File: config.mk
export PLATFORM = sky130hd
export DESIGN_NAME = cascade_irq_core
export DESIGN_NICKNAME = d
export VERILOG_FILES = /design/src/rtl/cascade_irq_pkg.sv /design/src/rtl/prio_scan.sv /design/src/rtl/irq_bank.sv /design/src/rtl/cascade_irq_core.sv
export SDC_FILE = /design/constraint.sdc
export NUM_CORES = 1
export LEC_CHECK = 0
export ABC_CLOCK_PERIOD_IN_PS = 4800
export BUFFER_PORTS_ARGS = -buffer_cell sky130_fd_sc_hd__buf_2
export CAP_MARGIN = 20
export CORE_MARGIN = 5
export CORE_UTILIZATION = 40
export CTS_CLUSTER_DIAMETER = 30
export DETAILED_ROUTE_END_ITERATION = 10
export HOLD_SLACK_MARGIN = 0.15
export MAX_ROUTING_LAYER = met4
export PLACE_DENSITY = 0.66
export SYNTH_ARGS = -nofsm -noshare
export SYNTH_HDL_FRONTEND = slang
export SYNTH_HIERARCHICAL = 1
export SYNTH_SLANG_ARGS = --single-unit
File: constraint.sdc
create_clock -name clk -period 4.8 [get_ports clk]
set_clock_uncertainty 0.1 [all_clocks]
set_input_delay 0 -clock clk [delete_from_list [all_inputs] [get_ports clk]]
set_output_delay 0 -clock clk [all_outputs]
set_load 0.05 [all_outputs]
File: src/rtl/cascade_irq_pkg.sv
// Shared command codes for the cascaded interrupt resolver.
package cascade_irq_pkg;
    typedef enum logic [2:0] {
        CMD_EOI_ANY  = 3'd0,
        CMD_EOI_LINE = 3'd1,
        CMD_ROT_ANY  = 3'd2,
        CMD_ROT_LINE = 3'd3,
        CMD_SET_LOW  = 3'd4
    } cmd_op_e;
endpackage

File: src/rtl/prio_scan.sv
// Rotating priority search: returns the first set request starting at
// (lowest + 1) and wrapping. Assumes N is a power of two so that index
// arithmetic wraps naturally.
module prio_scan #(
    parameter int N = 8,
    localparam int IW = $clog2(N)
) (
    input  logic [N-1:0]  req,
    input  logic [IW-1:0] lowest,
    output logic          found,
    output logic [IW-1:0] idx
);
    logic [IW-1:0] pos;

    // Walk from the lowest-priority slot backwards so the earliest hit wins.
    always_comb begin
        found = 1'b0;
        idx   = '0;
        pos   = '0;
        for (int k = N - 1; k >= 0; k--) begin
            pos = lowest + IW'(1) + IW'(k);
            if (req[pos]) begin
                found = 1'b1;
                idx   = pos;
            end
        end
    end
endmodule

File: src/rtl/irq_bank.sv
// Register set of one 8-line controller: requests, mask, in-service,
// trigger mode and rotating pointer. Applies set, then clear, then the
// acknowledge take. Commands act on the in-service value from before a
// same-cycle take. Assumes N is a power of two.
module irq_bank
    import cascade_irq_pkg::*;
#(
    parameter int N = 8,
    localparam int IW = $clog2(N)
) (
    input  logic          clk,
    input  logic          rst_n,
    input  logic [N-1:0]  set_vec,
    input  logic [N-1:0]  lvl_clr_vec,
    input  logic [N-1:0]  force_clr_vec,
    input  logic [N-1:0]  take_vec,
    input  logic          cmd_vld,
    input  logic [2:0]    cmd_op,
    input  logic [IW-1:0] cmd_line,
    input  logic          mask_we,
    input  logic [N-1:0]  mask_wdata,
    input  logic          trig_we,
    input  logic [N-1:0]  trig_wdata,
    output logic [N-1:0]  irr_mid,
    output logic [N-1:0]  irr_q,
    output logic [N-1:0]  isr_q,
    output logic [N-1:0]  imr_q,
    output logic [N-1:0]  trig_q,
    output logic [IW-1:0] lowest_q
);
    logic [N-1:0]  eoi_clr;
    logic [IW-1:0] lowest_nxt;
    cmd_op_e       op;

    assign op = cmd_op_e'(cmd_op);

    // Requests after this cycle's assert and level-qualified deassert.
    assign irr_mid = (irr_q | set_vec) & ~((lvl_clr_vec & trig_q) | force_clr_vec);

    // Decode the end-of-service and pointer commands.
    always_comb begin
        eoi_clr    = '0;
        lowest_nxt = lowest_q;
        if (cmd_vld) begin
            case (op)
                CMD_EOI_ANY:  eoi_clr = isr_q & (~isr_q + N'(1));
                CMD_EOI_LINE: eoi_clr = N'(1) << cmd_line;
                CMD_ROT_ANY: begin
                    eoi_clr    = isr_q & (~isr_q + N'(1));
                    lowest_nxt = lowest_q + IW'(1);
                end
                CMD_ROT_LINE: begin
                    eoi_clr    = N'(1) << cmd_line;
                    lowest_nxt = lowest_q + IW'(1);
                end
                CMD_SET_LOW:  lowest_nxt = cmd_line;
                default: ;
            endcase
        end
    end

    // State update with synchronous active-low reset.
    always_ff @(posedge clk) begin
        if (!rst_n) begin
            irr_q    <= '0;
            isr_q    <= '0;
            imr_q    <= '0;
            trig_q   <= '0;
            lowest_q <= IW'(N - 1);
        end else begin
            irr_q    <= irr_mid & ~take_vec;
            isr_q    <= (isr_q & ~eoi_clr) | take_vec;
            lowest_q <= lowest_nxt;
            if (mask_we) imr_q  <= mask_wdata;
            if (trig_we) trig_q <= trig_wdata;
        end
    end

    assert_take_moves_R7: assert property (@(posedge clk) disable iff (!rst_n)
        (take_vec != '0) |=> (((isr_q & $past(take_vec)) == $past(take_vec))
                              && ((irr_q & $past(take_vec)) == '0)));

    assert_rotate_step_R11: assert property (@(posedge clk) disable iff (!rst_n)
        (cmd_vld && (cmd_op == 3'd2 || cmd_op == 3'd3))
        |=> (lowest_q == IW'($past(lowest_q) + IW'(1))));

    assert_edge_kept_R4: assert property (@(posedge clk) disable iff (!rst_n)
        (1'b1) |=> ((irr_q & $past(irr_q & ~trig_q & ~take_vec & ~force_clr_vec))
                    == $past(irr_q & ~trig_q & ~take_vec & ~force_clr_vec)));
endmodule

File: src/rtl/cascade_irq_core.sv
// Top of the cascaded resolver: two irq_bank instances, chaining through
// primary line CASC, primary-first acknowledge arbitration and the
// registered vector output.
module cascade_irq_core #(
    parameter int N      = 8,
    parameter int CASC   = 2,
    parameter int BASE_W = 8,
    parameter int VEC_W  = 16,
    localparam int IW    = $clog2(N),
    localparam int L     = 2 * N
) (
    input  logic              clk,
    input  logic              rst_n,
    input  logic [L-1:0]      req_rise,
    input  logic [L-1:0]      req_fall,
    input  logic              ack,
    input  logic [BASE_W-1:0] base_m,
    input  logic [BASE_W-1:0] base_s,
    output logic [VEC_W-1:0]  ack_vec,
    output logic              ack_vld,
    input  logic              cmd_vld,
    input  logic              cmd_sel,
    input  logic [2:0]        cmd_op,
    input  logic [IW-1:0]     cmd_line,
    input  logic [1:0]        mask_we,
    input  logic [N-1:0]      mask_wdata,
    input  logic [1:0]        trig_we,
    input  logic [N-1:0]      trig_wdata,
    output logic [N-1:0]      irr_m,
    output logic [N-1:0]      irr_s,
    output logic [N-1:0]      isr_m,
    output logic [N-1:0]      isr_s,
    output logic [N-1:0]      imr_m,
    output logic [N-1:0]      imr_s,
    output logic [N-1:0]      trig_m,
    output logic [N-1:0]      trig_s,
    output logic              pending
);
    localparam logic [N-1:0] CASC_BIT = N'(1) << CASC;

    logic [N-1:0]     m_mid, s_mid, m_set, m_force, m_take, s_take, m_q, s_q;
    logic [IW-1:0]    m_low, s_low, m_idx, s_idx;
    logic             m_found, s_found;
    logic [VEC_W-1:0] vec_nxt;

    // Primary sees its own lines plus the chained secondary request.
    assign m_set = req_rise[N-1:0] | ((|req_rise[L-1:N]) ? CASC_BIT : '0);

    // Drop chain bit when a level deassert empties the secondary requests.
    assign m_force = ((|(req_fall[L-1:N] & trig_s)) && (s_mid == '0)) ? CASC_BIT : '0;

    // Qualifying requests for this cycle's acknowledge.
    assign m_q = m_mid & ~imr_m & ~CASC_BIT;
    assign s_q = s_mid & ~imr_s;

    prio_scan #(.N(N)) u_scan_m (.req(m_q), .lowest(m_low), .found(m_found), .idx(m_idx));
    prio_scan #(.N(N)) u_scan_s (.req(s_q), .lowest(s_low), .found(s_found), .idx(s_idx));

    // Arbitration: primary first, secondary only when primary is empty.
    always_comb begin
        m_take  = '0;
        s_take  = '0;
        vec_nxt = '1;
        if (ack) begin
            if (m_found) begin
                m_take  = N'(1) << m_idx;
                vec_nxt = VEC_W'(base_m) + VEC_W'(m_idx);
            end else if (s_found) begin
                s_take  = N'(1) << s_idx;
                m_take  = CASC_BIT;
                vec_nxt = VEC_W'(base_s) + VEC_W'(s_idx);
            end
        end
    end

    irq_bank #(.N(N)) u_bank_m (
        .clk(clk), .rst_n(rst_n),
        .set_vec(m_set), .lvl_clr_vec(req_fall[N-1:0]), .force_clr_vec(m_force),
        .take_vec(m_take),
        .cmd_vld(cmd_vld && !cmd_sel), .cmd_op(cmd_op), .cmd_line(cmd_line),
        .mask_we(mask_we[0]), .mask_wdata(mask_wdata),
        .trig_we(trig_we[0]), .trig_wdata(trig_wdata),
        .irr_mid(m_mid), .irr_q(irr_m), .isr_q(isr_m), .imr_q(imr_m),
        .trig_q(trig_m), .lowest_q(m_low)
    );

    irq_bank #(.N(N)) u_bank_s (
        .clk(clk), .rst_n(rst_n),
        .set_vec(req_rise[L-1:N]), .lvl_clr_vec(req_fall[L-1:N]), .force_clr_vec('0),
        .take_vec(s_take),
        .cmd_vld(cmd_vld && cmd_sel), .cmd_op(cmd_op), .cmd_line(cmd_line),
        .mask_we(mask_we[1]), .mask_wdata(mask_wdata),
        .trig_we(trig_we[1]), .trig_wdata(trig_wdata),
        .irr_mid(s_mid), .irr_q(irr_s), .isr_q(isr_s), .imr_q(imr_s),
        .trig_q(trig_s), .lowest_q(s_low)
    );

    // Pending from registered state, chain bit excluded on the primary.
    assign pending = (|(irr_m & ~(imr_m | CASC_BIT))) || (|(irr_s & ~imr_s));

    // Register the returned vector and its strobe.
    always_ff @(posedge clk) begin
        if (!rst_n) begin
            ack_vec <= '1;
            ack_vld <= 1'b0;
        end else begin
            ack_vld <= ack;
            if (ack) ack_vec <= vec_nxt;
        end
    end

    assert_chain_set_R3: assert property (@(posedge clk) disable iff (!rst_n)
        ((|req_rise[L-1:N]) && !ack && !(|req_fall[L-1:N])) |=> irr_m[CASC]);

    assert_chain_skip_R6: assert property (@(posedge clk) disable iff (!rst_n)
        m_take[CASC] |-> (s_take != '0));

    assert_empty_ack_R9: assert property (@(posedge clk) disable iff (!rst_n)
        (ack && !m_found && !s_found) |=> (ack_vec == '1));

    assert_single_grant_R7: assert property (@(posedge clk) disable iff (!rst_n)
        $onehot0(s_take) && $onehot0(m_take & ~CASC_BIT));
endmodule

==> metrics.md <==
| Metric | Value |
|---|---|
| Via density | `5.65` |
| Most common cell after layout, fill and taps aside | `buf_2` |
| GPL Wtd Cong | `0.928` |
| R2R Path End | `ack_vec[3]$_SDFFE_PN1P_` |
| Worst reg2reg path depth | `15` |
| Sequential cell area | `0.00162 mm²` |
| Top cell by count, worst path | `o21ai_0` |
| CP max stage cell | `dlygate4sd3_1` |
| Hold Path End | `u_bank_s/isr_q[3]$_SDFF_PN0_` |
| Global-route wire length before repair | `33.2 mm` |
| Fmax | `219 MHz` |
| RSZ-0062 raised after global routing | `no` |
| Warning count from the yosys run | `6` |
| Die W | `135 µm` |
| Layout Nets | `1050` |
| Total congestion overflow | `0` |
| DRT antenna net count | `0` |
| Register area share after synthesis | `0.260` |
| Post-synthesis instance total | `709` |
| Pwr dens | `311 mW/mm²` |
| TritonCTS clock tree | `built` |
| Mapped cell area | `0.00624 mm²` |
| Top Ports | `161` |
| Final Non-Filler Cells | `1172` |
| Synth unique cells | `76` |
| GRT Total Usage | `0.234` |
| Worst Max-Slew Pin Slew | `0.734 ns` |
| TritonCTS Sinks | `81` |
| Pleak | `3.77 nW` |
| Initial DRC count | `615` |
| Final worst-path cycle share | `0.953` |
| Worst-Skew Late Latency | `0.35 ns` |
| Worst min-delay path startpoint | `cmd_vld` |
| Min Tclk post-route | `4.57 ns` |
| Main synth FF type | `dfxtp_1` |
| Maximum vdd drop | `226 µV` |
| Die Y | `135 µm` |
| Crit end category | `flip-flop` |
| Setup CP Type | `reg2reg` |
| Slew HR | `0.506` |
| #FFs+latches synth | `81` |
| CTS buffer count | `9` |
| Worst Path Required | `4.93 ns` |
| Maxcap violations | `0` |
| Fin. Hold Viols | `0` |
| Async SR Flop Fraction | `0` |
| WP data arrival | `4.71 ns` |
| Clk slew on worst S/H paths | `0.07 ns` |
| Worst min path class | `in2reg` |
| Max-slew violation count | `0` |
| Number of global-route vias before repair | `6209` |
| Area of the multi-input gates | `0.00433 mm²` |
| Setup crit start | `u_bank_s/lowest_q[0]$_SDFFE_PN1P_` |
| Crit-path leading delay family | `compound AO/OA/AOI/OAI gates` |
| HPWL Detailed | `15.5 mm` |
| Vias | `6622` |
| R2r startpoint | `u_bank_s/lowest_q[0]$_SDFFE_PN1P_` |
| Largest net degree at the start of global routing | `45` |
| Area Growth Syn to Fin | `35.1%` |
| Post-synth EDFFs | `0` |
| Status | `completed` |
| Dpl cells | `1071` |
| Most frequent cells in the layout | `160 x buf_2, 86 x dlygate4sd3_1, 80 x dfxtp_1, 51 x mux2i_1, 49 x nor2b_1` |
| CTS root buf | `clkbuf_16` |
| Hold path depth | `3` |
| Crit Path Max Fanout | `17` |
| R2R Setup Slk | `0.23 ns` |
| Avg Cell Area, Syn | `8.80 µm²` |
| Crit path launch type | `flip-flop` |
| CTS max path bufs | `2` |
| WL per Instance | `18.1 µm` |
| H-tree Lvls | `3` |
| Setup TNS | `0 ns` |
| ANT cells | `0` |
| Core area | `0.0153 mm²` |
| Critical path cell sequence | `inv_1, ha_1, buf_4, mux4_2, and2_1, a21oi_1, o21ai_0, o21ai_0, a31oi_4, ha_1, a211o_1, a21o_1, a21oi_1, o21ai_0, dlygate4sd3_1` |
| Number of setup violations in the final report | `0` |
| Starting Density | `0.409` |
| Share of layout cells above drive strength 1 | `0.258` |
| DRT Pass-1 Iters | `5` |
| Full die area | `0.0182 mm²` |
| Antenna violations before repair | `0` |
| Fillers | `1384` |
| WP buf/inv | `3` |
| FP Rows | `45` |
| Post-Route WL | `21.2 mm` |
| DRC viols | `0` |
| Buffers on Ports | `160` |
| Max incr delay on CP | `0.57 ns` |
==> area by class of cell <==
class,instances,area share
Multi-Input combinational cell,561,0.514
Timing Repair Buffer,259,0.209
Sequential cell,81,0.193
Tap cell,211,0.0313
Clock buffer,10,0.0284
Inverter,45,0.0204
Clock inverter,5,0.00475
==> metrics by stage <==
| step | utilization | area, µm² | total power, mW | setup WS, ns | hold WS [ns] |
|---|---|---|---|---|---|
| final | 0.552 | 8420 | 2.62 | 0.226 | 0.184 |
| after global routing | 0.552 | 8420 | 2.75 | 0.0269 | 0.214 |
| after CTS | 0.548 | 8370 | 2.59 | 0.0365 | 0.164 |
| after detailed placement | 0.474 | 7230 | 1.87 | 0.228 | 0.183 |
| after global placement | 0.474 | 7230 | 1.86 | 0.298 | 0.173 |
| after floorplan | - | 6310 | 1.58 | 0.207 | 0.0458 |
==> synth_stat cells (all sizes together), types with 7 or more instances <==
library cell / instances / area (µm²)
a211oi: 20 / 150
a21oi: 26 / 130
a31oi: 19 / 119
and3: 13 / 81.3
and3b: 11 / 96.3
buf: 22 / 170
clkbuf: 19 / 72.6
dfxtp: 81 / 1620
ha: 12 / 150
inv: 42 / 158
mux2: 18 / 225
mux2i: 54 / 548
mux4: 18 / 413
nand2: 30 / 113
nand2b: 10 / 62.6
nand3: 11 / 55.1
nor2: 42 / 158
nor2b: 52 / 325
nor3: 21 / 105
nor4: 7 / 43.8
o211ai: 9 / 67.6
o21ai: 36 / 180
o22ai: 13 / 81.3
o31ai: 7 / 52.6
xnor2: 8 / 70.1
==> worst max path at each step <==
stage	slack, ns	cells after the start	to
3_3_place_gp	0.30	15	ack_vec[4]$_SDFFE_PN1P_
5_1_grt	0.03	15	ack_vec[3]$_SDFFE_PN1P_
4_1_cts	0.04	15	ack_vec[5]$_SDFFE_PN1P_
3_5_place_dp	0.23	15	ack_vec[4]$_SDFFE_PN1P_
2_1_floorplan	0.21	17	ack_vec[5]$_SDFFE_PN1P_
6_report	0.23	15	ack_vec[3]$_SDFFE_PN1P_
==> registers in the layout, indices dropped and copies added (netlist names), 8 cells and up <==
register         flops
ack_vec             10
u_bank_m/imr_q       8
u_bank_m/irr_q       8
u_bank_m/isr_q       8
u_bank_m/trig_q      8
u_bank_s/imr_q       8
u_bank_s/irr_q       8
u_bank_s/isr_q       8
u_bank_s/trig_q      8
==> cells by family (layout without fill, tap and decap cells) <==
group,Yosys count,count (layout),share of synthesized area
AND/OR/NAND/NOR,238,238,0.217
AO/OA/AOI/OAI,185,185,0.207
XOR/XNOR,14,14,0.0285
flip-flops,81,81,0.260
other,1,20,0.000601
buffers and inverters,86,319,0.0664
multiplexers,90,90,0.190
adder cells (fa/ha/maj),14,14,0.0305
==> where the power goes <==
| part | total [mW] | leakage [nW] | switching, mW | internal [mW] |
|---|---|---|---|---|
| combinational | 1.18 | 2.97 | 0.714 | 0.470 |
| clock | 0.661 | 0.127 | 0.297 | 0.364 |
| sequential | 0.779 | 0.666 | 0.0544 | 0.725 |
| total | 2.62 | 3.77 | 1.07 | 1.56 |
==> metal layers <==
metal / wire length [µm] / up-vias / track usage / part of all wire
met5: 0 / - / - / 0
met4: 552 / 0 / 0.0928 / 0.026
met3: 1310 / 41 / 0.0265 / 0.062
met2: 10200 / 268 / 0.370 / 0.48
met1: 9130 / 3169 / 0.306 / 0.43
li1: - / 3144 / - / -
==> worst reg2reg max path, stage by stage (launching register included) <==
cell	delay, ns
dfxtp_1	0.42
inv_1	0.12
ha_1	0.34
buf_4	0.24
mux4_2	0.40
and2_1	0.21
a21oi_1	0.37
o21ai_0	0.15
o21ai_0	0.35
a31oi_4	0.21
ha_1	0.34
a211o_1	0.28
a21o_1	0.15
a21oi_1	0.13
o21ai_0	0.10
dlygate4sd3_1	0.57
==> what timing repair did <==
item / 4_1_cts / 5_1_grt
setup endpoints to repair: 0 / 6
hold buffers: 86 / 0
endpoints found under the hold margin: 79 / 0
resized for setup: 0 / 13
setup buffers: 0 / 0
Note: power is estimated with default switching activity, not from simulation.
